===== config.mk =====
export PLATFORM = sky130hd
export DESIGN_NAME = cla_adder
export DESIGN_NICKNAME = d
export VERILOG_FILES = /design/src/rtl/cla_pkg.sv /design/src/rtl/cla_slice.sv /design/src/rtl/cla_lcu.sv /design/src/rtl/cla_adder.sv
export SDC_FILE = /design/constraint.sdc
export NUM_CORES = 1
export LEC_CHECK = 0
export ABC_CLOCK_PERIOD_IN_PS = 1880
export BUFFER_PORTS_ARGS = -buffer_cell sky130_fd_sc_hd__buf_2
export CORE_ASPECT_RATIO = 1.25
export CORE_MARGIN = 4
export CORE_UTILIZATION = 30
export CTS_CLUSTER_DIAMETER = 200
export CTS_CLUSTER_SIZE = 25
export DETAILED_ROUTE_END_ITERATION = 10
export PLACE_DENSITY = 0.54
export SYNTH_ARGS = -nofsm -noshare
export SYNTH_HDL_FRONTEND = slang
export SYNTH_SLANG_ARGS = --single-unit

===== constraint.sdc =====
create_clock -name clk -period 1.88 [get_ports clk]
set_input_delay 0.282 -clock clk [delete_from_list [all_inputs] [get_ports clk]]
set_output_delay 0.282 -clock clk [all_outputs]
set_load 0.01 [all_outputs]

===== src/rtl/cla_pkg.sv =====
package cla_pkg;
  // Widest generate/propagate vector the lookahead helpers accept.
  localparam int LA_MAX = 16;

  // Carry into position k, written as a flat OR of AND terms over g, p and c0.
  function automatic logic la_carry(input logic [LA_MAX-1:0] g,
                                    input logic [LA_MAX-1:0] p,
                                    input logic              c0,
                                    input int                k);
    logic acc;
    logic term;
    acc = 1'b0;
    for (int j = 0; j < k; j++) begin
      term = g[j];
      for (int i = j + 1; i < k; i++) term &= p[i];
      acc |= term;
    end
    term = c0;
    for (int i = 0; i < k; i++) term &= p[i];
    acc |= term;
    return acc;
  endfunction

  // Group propagate over the lowest k positions.
  function automatic logic la_prop(input logic [LA_MAX-1:0] p, input int k);
    logic acc;
    acc = 1'b1;
    for (int i = 0; i < k; i++) acc &= p[i];
    return acc;
  endfunction
endpackage


===== src/rtl/cla_slice.sv =====
module cla_slice
  import cla_pkg::*;
#(
  parameter int W = 4
) (
  input  logic [W-1:0] a,
  input  logic [W-1:0] b,
  input  logic         cin,
  output logic [W-1:0] sum,
  output logic         grp_p,
  output logic         grp_g
);
  logic [W-1:0]      bit_g;
  logic [W-1:0]      bit_p;
  logic [W-1:0]      carry;
  logic [LA_MAX-1:0] gx;
  logic [LA_MAX-1:0] px;

  assign bit_g = a & b;
  assign bit_p = a ^ b;
  assign gx    = LA_MAX'(bit_g);
  assign px    = LA_MAX'(bit_p);

  // Every internal carry comes from g, p and cin only, never from another carry.
  for (genvar k = 0; k < W; k++) begin : g_carry
    if (k == 0) begin : g_first
      assign carry[k] = cin;
    end else begin : g_rest
      assign carry[k] = la_carry(gx, px, cin, k);
    end
  end

  assign sum   = bit_p ^ carry;
  assign grp_g = la_carry(gx, px, 1'b0, W);
  assign grp_p = la_prop(px, W);
endmodule


===== src/rtl/cla_lcu.sv =====
module cla_lcu
  import cla_pkg::*;
#(
  parameter int N = 4
) (
  input  logic [N-1:0] gp,
  input  logic [N-1:0] gg,
  input  logic         c0,
  output logic [N-1:0] carry_o,  // carry_o[k] feeds slice k+1; the top bit is the carry-out
  output logic         all_p,
  output logic         all_g
);
  logic [LA_MAX-1:0] gx;
  logic [LA_MAX-1:0] px;

  assign gx = LA_MAX'(gg);
  assign px = LA_MAX'(gp);

  for (genvar k = 1; k <= N; k++) begin : g_carry
    assign carry_o[k-1] = la_carry(gx, px, c0, k);
  end

  assign all_g = la_carry(gx, px, 1'b0, N);
  assign all_p = la_prop(px, N);
endmodule


===== src/rtl/cla_adder.sv =====
module cla_adder #(
  parameter int SLICE_W  = 4,
  parameter int N_SLICES = 4
) (
  input  logic                          clk,
  input  logic                          rst,
  input  logic [SLICE_W*N_SLICES-1:0]   a_in,
  input  logic [SLICE_W*N_SLICES-1:0]   b_in,
  input  logic                          c_in,
  output logic [SLICE_W*N_SLICES-1:0]   sum_q,
  output logic                          cout_q,
  output logic                          grp_p_q,
  output logic                          grp_g_q
);
  localparam int W = SLICE_W * N_SLICES;

  logic [W-1:0]        sum_d;
  logic [N_SLICES-1:0] slice_p;
  logic [N_SLICES-1:0] slice_g;
  logic [N_SLICES-1:0] lcu_c;
  logic                all_p;
  logic                all_g;

  for (genvar s = 0; s < N_SLICES; s++) begin : g_slice
    logic slice_cin;
    if (s == 0) begin : g_lo
      assign slice_cin = c_in;
    end else begin : g_hi
      assign slice_cin = lcu_c[s-1];
    end
    cla_slice #(.W(SLICE_W)) u_slice (
      .a     (a_in[s*SLICE_W +: SLICE_W]),
      .b     (b_in[s*SLICE_W +: SLICE_W]),
      .cin   (slice_cin),
      .sum   (sum_d[s*SLICE_W +: SLICE_W]),
      .grp_p (slice_p[s]),
      .grp_g (slice_g[s])
    );
  end

  cla_lcu #(.N(N_SLICES)) u_lcu (
    .gp      (slice_p),
    .gg      (slice_g),
    .c0      (c_in),
    .carry_o (lcu_c),
    .all_p   (all_p),
    .all_g   (all_g)
  );

  always_ff @(posedge clk) begin
    if (rst) begin
      sum_q   <= '0;
      cout_q  <= 1'b0;
      grp_p_q <= 1'b0;
      grp_g_q <= 1'b0;
    end else begin
      sum_q   <= sum_d;
      cout_q  <= lcu_c[N_SLICES-1];
      grp_p_q <= all_p;
      grp_g_q <= all_g;
    end
  end
endmodule


Word level (Yosys, flattened, before mapping)
Index checks and enable logic that the tools add are counted.

word-level totals
  bits in registers = 19
  input bits = 35
  output and inout port bits = 19
  logic and storage cells = 123

operators by class
  bitwise gates (word level) = 119

operator list
  operator           count
  1-bit AND          61
  1-bit OR           46
  4-bit bitwise XOR  8
  4-bit AND          4

Longest topological paths before layout
  word-level depth = 17
  mapped depth = 10
  depth with buffers taken out = 10

Modules after synthesis
Synthesis repeated with hierarchy kept, for this count alone.

second synthesis, totals
  cells, all modules = 130
  area, all modules = 1271.2 µm²

modules (own cells, without submodules)
  module                               times used  cells an instance  area an instance (µm²)  sequential area each (µm²)
  cla_adder                            1           39                 516.7                   380.4
  cla_slice at g_slice[2].u_slice ...  2           23                 180.2                   0.0
  cla_slice at g_slice[0].u_slice      1           17                 172.7                   0.0
  cla_slice at g_slice[1].u_slice      1           18                 161.4                   0.0
  cla_lcu                              1           10                 60.1                    0.0

Least setup slack after synthesis
Ideal clock, no wire load.

  path type = input port to flip-flop
  from = in a_in[9]
  to = reg sum_q[15]
  setup time = 0.078 ns
  data arrival time = 1.927 ns
  data required time = 1.802 ns
  setup slack = -0.125 ns
  stages on the path = 10
  path buffers = 0
  cell sequence = ha_1 a21o_1 a21o_1 a22oi_2 nand3_1 ha_1 nand2_1 a21boi_1 o21a_1 nor3_1

between the ends
  longest elaborated chain between the ends = 14
  elaborated cells on any way between the ends = 24
  classes of those cells = bitwise: 24

RTL lines
  item                       RTL line         RTL
  from (decl)                cla_adder.sv:7   input logic [SLICE_W*N_SLICES-1:0] a_in,
  4-bit bitwise XOR          cla_slice.sv:20  assign bit_p = a ^ b;
  1-bit AND (3 in series)    cla_pkg.sv:15    for (int i = j + 1; i < k; i++) term &= p[i];
  1-bit OR (4 in series)     cla_pkg.sv:16    acc |= term;
  1-bit OR *                 cla_pkg.sv:20    acc |= term;
  1-bit AND * (3 in series)  cla_pkg.sv:19    for (int i = 0; i < k; i++) term &= p[i];
  1-bit OR *                 cla_pkg.sv:20
  4-bit bitwise XOR *        cla_slice.sv:33  assign sum = bit_p ^ carry;
  to (signal assigned)       cla_adder.sv:57  sum_q <= sum_d;
  to (decl)                  cla_adder.sv:10  output logic [SLICE_W*N_SLICES-1:0] sum_q,

Every way passes the cells marked *; elsewhere a longest branch is shown, timed or not.
A chain may end at the register's enable or synchronous reset.

Worst setup path after layout
Same ends and word-level chain as after synthesis.

==> flow_metrics.py <==
metrics = {
    "die": {
        "dieArea_sq_um": 5030,
        "die_w_um": 64.24,
        "die_height_um": 78.30,
        "core_sq_um": 3785,
        "ioPinCount": 54,
        "start_util": 0.3134,
        "rows": 25,
    },
    "timing": {
        "rsz0062_at_grt": "yes",
        "slew_headroom": 0.7687,
        "worst_pin_slew_ns": 0.3469,
        "hold_slack_ns": 0.3923,
        "setup_viol": 0,
        "slew_violations": 0,
        "hold_viol_final": 0,
        "fin_crit_ns": 1.815,
        "min_period_over_period": 0.9656,
        "max_freq_mhz": 550.9,
    },
    "synth": {
        "ys_types": 29,
        "ys_ff_latch": 19,
        "synthFlopType": "dfxtp_1",
        "synth.mux.area_fraction": 0,
        "synth.area.top_cells": "dfxtp_1 (32%), ha_1 (21%), o21a_1 (7.0%), fa_1 (6.8%), nor3_1 (6.3%)",
        "synthXorXnorAreaFrac": 0.02954,
        "synth_top_family_by_area": "adder cells",
        "synth_fa_ha_area_frac": 0.2785,
        "synthTopCellsByCount": "ha_1 (20), dfxtp_1 (19), nor3_1 (15)",
        "synthesis.nets": 181,
        "syn-cell-area_sq_um": 1186,
        "synth_top_area_frac": 0.3207,
        "synth_compound_area_frac": 0.1582,
        "synth.most_common_cell": "ha_1",
        "avgSynthCellArea_sq_um": 9.722,
        "synth-edff-count": 0,
        "synth_top_cell_by_area": "dfxtp_1",
        "ys_warn_count": 0,
        "seq_area_frac_synth": 0.3207,
        "yosys.area_share.simple": 0.1899,
        "async_flop_share": 0,
        "syn_inst": 122,
    },
    "cells_and_area": {
        "fin_nets": 268,
        "antennaDiodeCount": 0,
        "stdcell_count": 262,
        "drive_above_1_share": 0.5625,
        "fill_cells": 354,
        "synthToLayoutAreaGrowth_pct": 63.19,
    },
    "clock_tree": {
        "htree_levels": 1,
        "clock_path_buffers": 2,
        "path_clk_slew_ns": 0.07,
        "clock_sinks": 19,
        "cts_buffers": 3,
        "cts-root-buf": "clkbuf_8",
        "ctsHoldBuffers": 0,
        "cts_tree": "built",
    },
    "pwr": {
        "p_leak_nw": 0.9226,
        "power.share.clock": 0.233,
        "seqPwrFrac": 0.380,
        "irDropWorstVdd_v": 0.0002459,
        "combPwrFrac": 0.387,
        "p_total_mw": 1.205,
        "switching_power_mw": 0.3602,
        "intPower_mw": 0.8449,
        "switching_share": 0.2989,
        "power_density_nw_per_um2": 622.6,
    },
    "routing": {
        "dr_wl_met3_um": 156,
        "top_layer": "met4",
        "vias": 1195,
        "ant_nets": 0,
        "wl_met2_mm": 1.615,
        "postRouteWirelength_mm": 2.988,
        "dr.pass1.iters": 4,
        "viasPerCell": 4.561,
        "drt-met1-wl_mm": 1.156,
        "wl_per_cell_um": 11.40,
        "drt_iter0_markers": 13,
        "drc": 0,
    },
    "worst_setup_path": {
        "path_cells": "buf_2, ha_4, a21o_1, a21o_1, a22oi_2, nand3_2, ha_2, nand2_2, a21boi_2, o21a_1, nor3_1",
        "crit_slowest_cell": "ha_4",
        "crit_required_ns": 2.06,
        "crit_fanout": 3,
        "start_kind": "primary input",
        "max_stage_delay_ns": 0.24,
        "crit_buf_inv": 1,
        "path_delay_family": "compound AO/OA/AOI/OAI gates",
        "cp_common_cell": "a21o_1",
        "end_kind": "flip-flop",
        "path_depth": 11,
        "worst_ep_arrival_time_ns": 1.99,
        "path_class": "primary input to flip-flop",
    },
    "placed_design": {
        "portBuffers": 53,
        "placed_cells": 256,
        "gp_congestion": 0.7937,
        "dpl.hpwl_mm": 2.465,
    },
    "grt": {
        "grt_max_degree": 19,
        "grt_pass1_vias": 1250,
        "grt_pass1_wl_mm": 4.968,
        "grt.total_usage": 0.1222,
        "antenna_found_initial": 0,
        "grt_overflow": 0,
    },
    "job": {
        "drv_cap": 0,
    },
    "hold_path": {
        "min_path_cells": 2,
        "hold_path.class": "primary input to flip-flop",
    },
    "run_status": {
        "status": "finished, final reports clean",
    },
}
## layer usage
layer  global-route usage  up-vias
li1                     -      608
met1               0.1322      553
met5                    0        -
met3              0.01717        4
met4              0.06554        0
met2               0.2252       30
## state kept, by name, summed over array words and instances, names as in the netlist
signal   count
grp_g_q      1
cout_q       1
sum_q       16
grp_p_q      1
## path summary, 6_finish.rpt
path                    start              endpoint  slack (ns)
worst max-delay path  a_in[9]  sum_q[15]$_SDFF_PP0_        0.06
worst min-delay path      rst   sum_q[0]$_SDFF_PP0_        0.39
## repair_timing
action | 4_1_cts | 5_1_grt
setup endpoints to repair | 2 | 11
resized for setup | 1 | 16
pin swaps | 0 | 8
setup buffers | 0 | 2
## per-stage QoR
step | setup TNS, ns | util | area [sq um] | setup slack, ns
global placement | -2.017 | 0.4731 | 1790 | -0.2857
detailed placement | -2.343 | 0.4731 | 1790 | -0.2883
CTS | 0 | 0.4863 | 1841 | 0.004701
global route | -0.09181 | 0.5114 | 1936 | -0.04028
floorplan | -0.02097 | - | 1249 | -0.01428
finish | 0 | 0.5114 | 1936 | 0.06474
## cells in the final DEF, fill, tap and decap left out, types with 2 or more instances in the layout
| cell type | synthesis | final |
|---|---|---|
| buf_2 | 1 | 51 |
| buf_4 | 0 | 31 |
| dfxtp_1 | 19 | 19 |
| nor3_1 | 15 | 15 |
| o21a_1 | 11 | 11 |
| ha_1 | 20 | 11 |
| nor2_1 | 9 | 7 |
| ha_4 | 0 | 6 |
| nand2_1 | 6 | 5 |
| inv_1 | 4 | 4 |
| a21oi_2 | 1 | 4 |
| nand4_1 | 3 | 3 |
| nor2_2 | 1 | 3 |
| a21o_1 | 3 | 3 |
| xnor2_1 | 3 | 3 |
| nor2b_1 | 3 | 3 |
| fa_1 | 4 | 3 |
| ha_2 | 0 | 3 |
| clkbuf_8 | 0 | 3 |
| nor3_2 | 2 | 2 |
| buf_6 | 0 | 2 |
## power groups by stage
stage                     logic, mW  registers [mW]  clock network (mW)
final                         0.466           0.459               0.281
after global routing          0.522           0.464               0.306
after CTS                     0.440           0.460               0.295
after detailed placement      0.435           0.468                   0
after global placement        0.426           0.468                   0
after floorplan               0.212           0.496                   0
## cell families after synthesis
family | count (synthesis)
AO/OA/AOI/OAI | 26
buffers and inverters | 7
flip-flops | 19
XOR/XNOR | 4
AND/OR/NAND/NOR | 42
adder cells (fa/ha/maj) | 24
## final cells by class
cell class	instances	area (sq um)	share of cell area
Sequential cell	19	380.4	0.1965
Timing Repair Buffer	84	510.5	0.2637
Multi-Input combinational cell	96	912.1	0.4712
Inverter	5	18.77	0.009696
Clock inverter	1	5.005	0.002586
Tap cell	54	67.56	0.03491
Clock buffer	3	41.29	0.02133
Power figures use the tool's default switching activity.
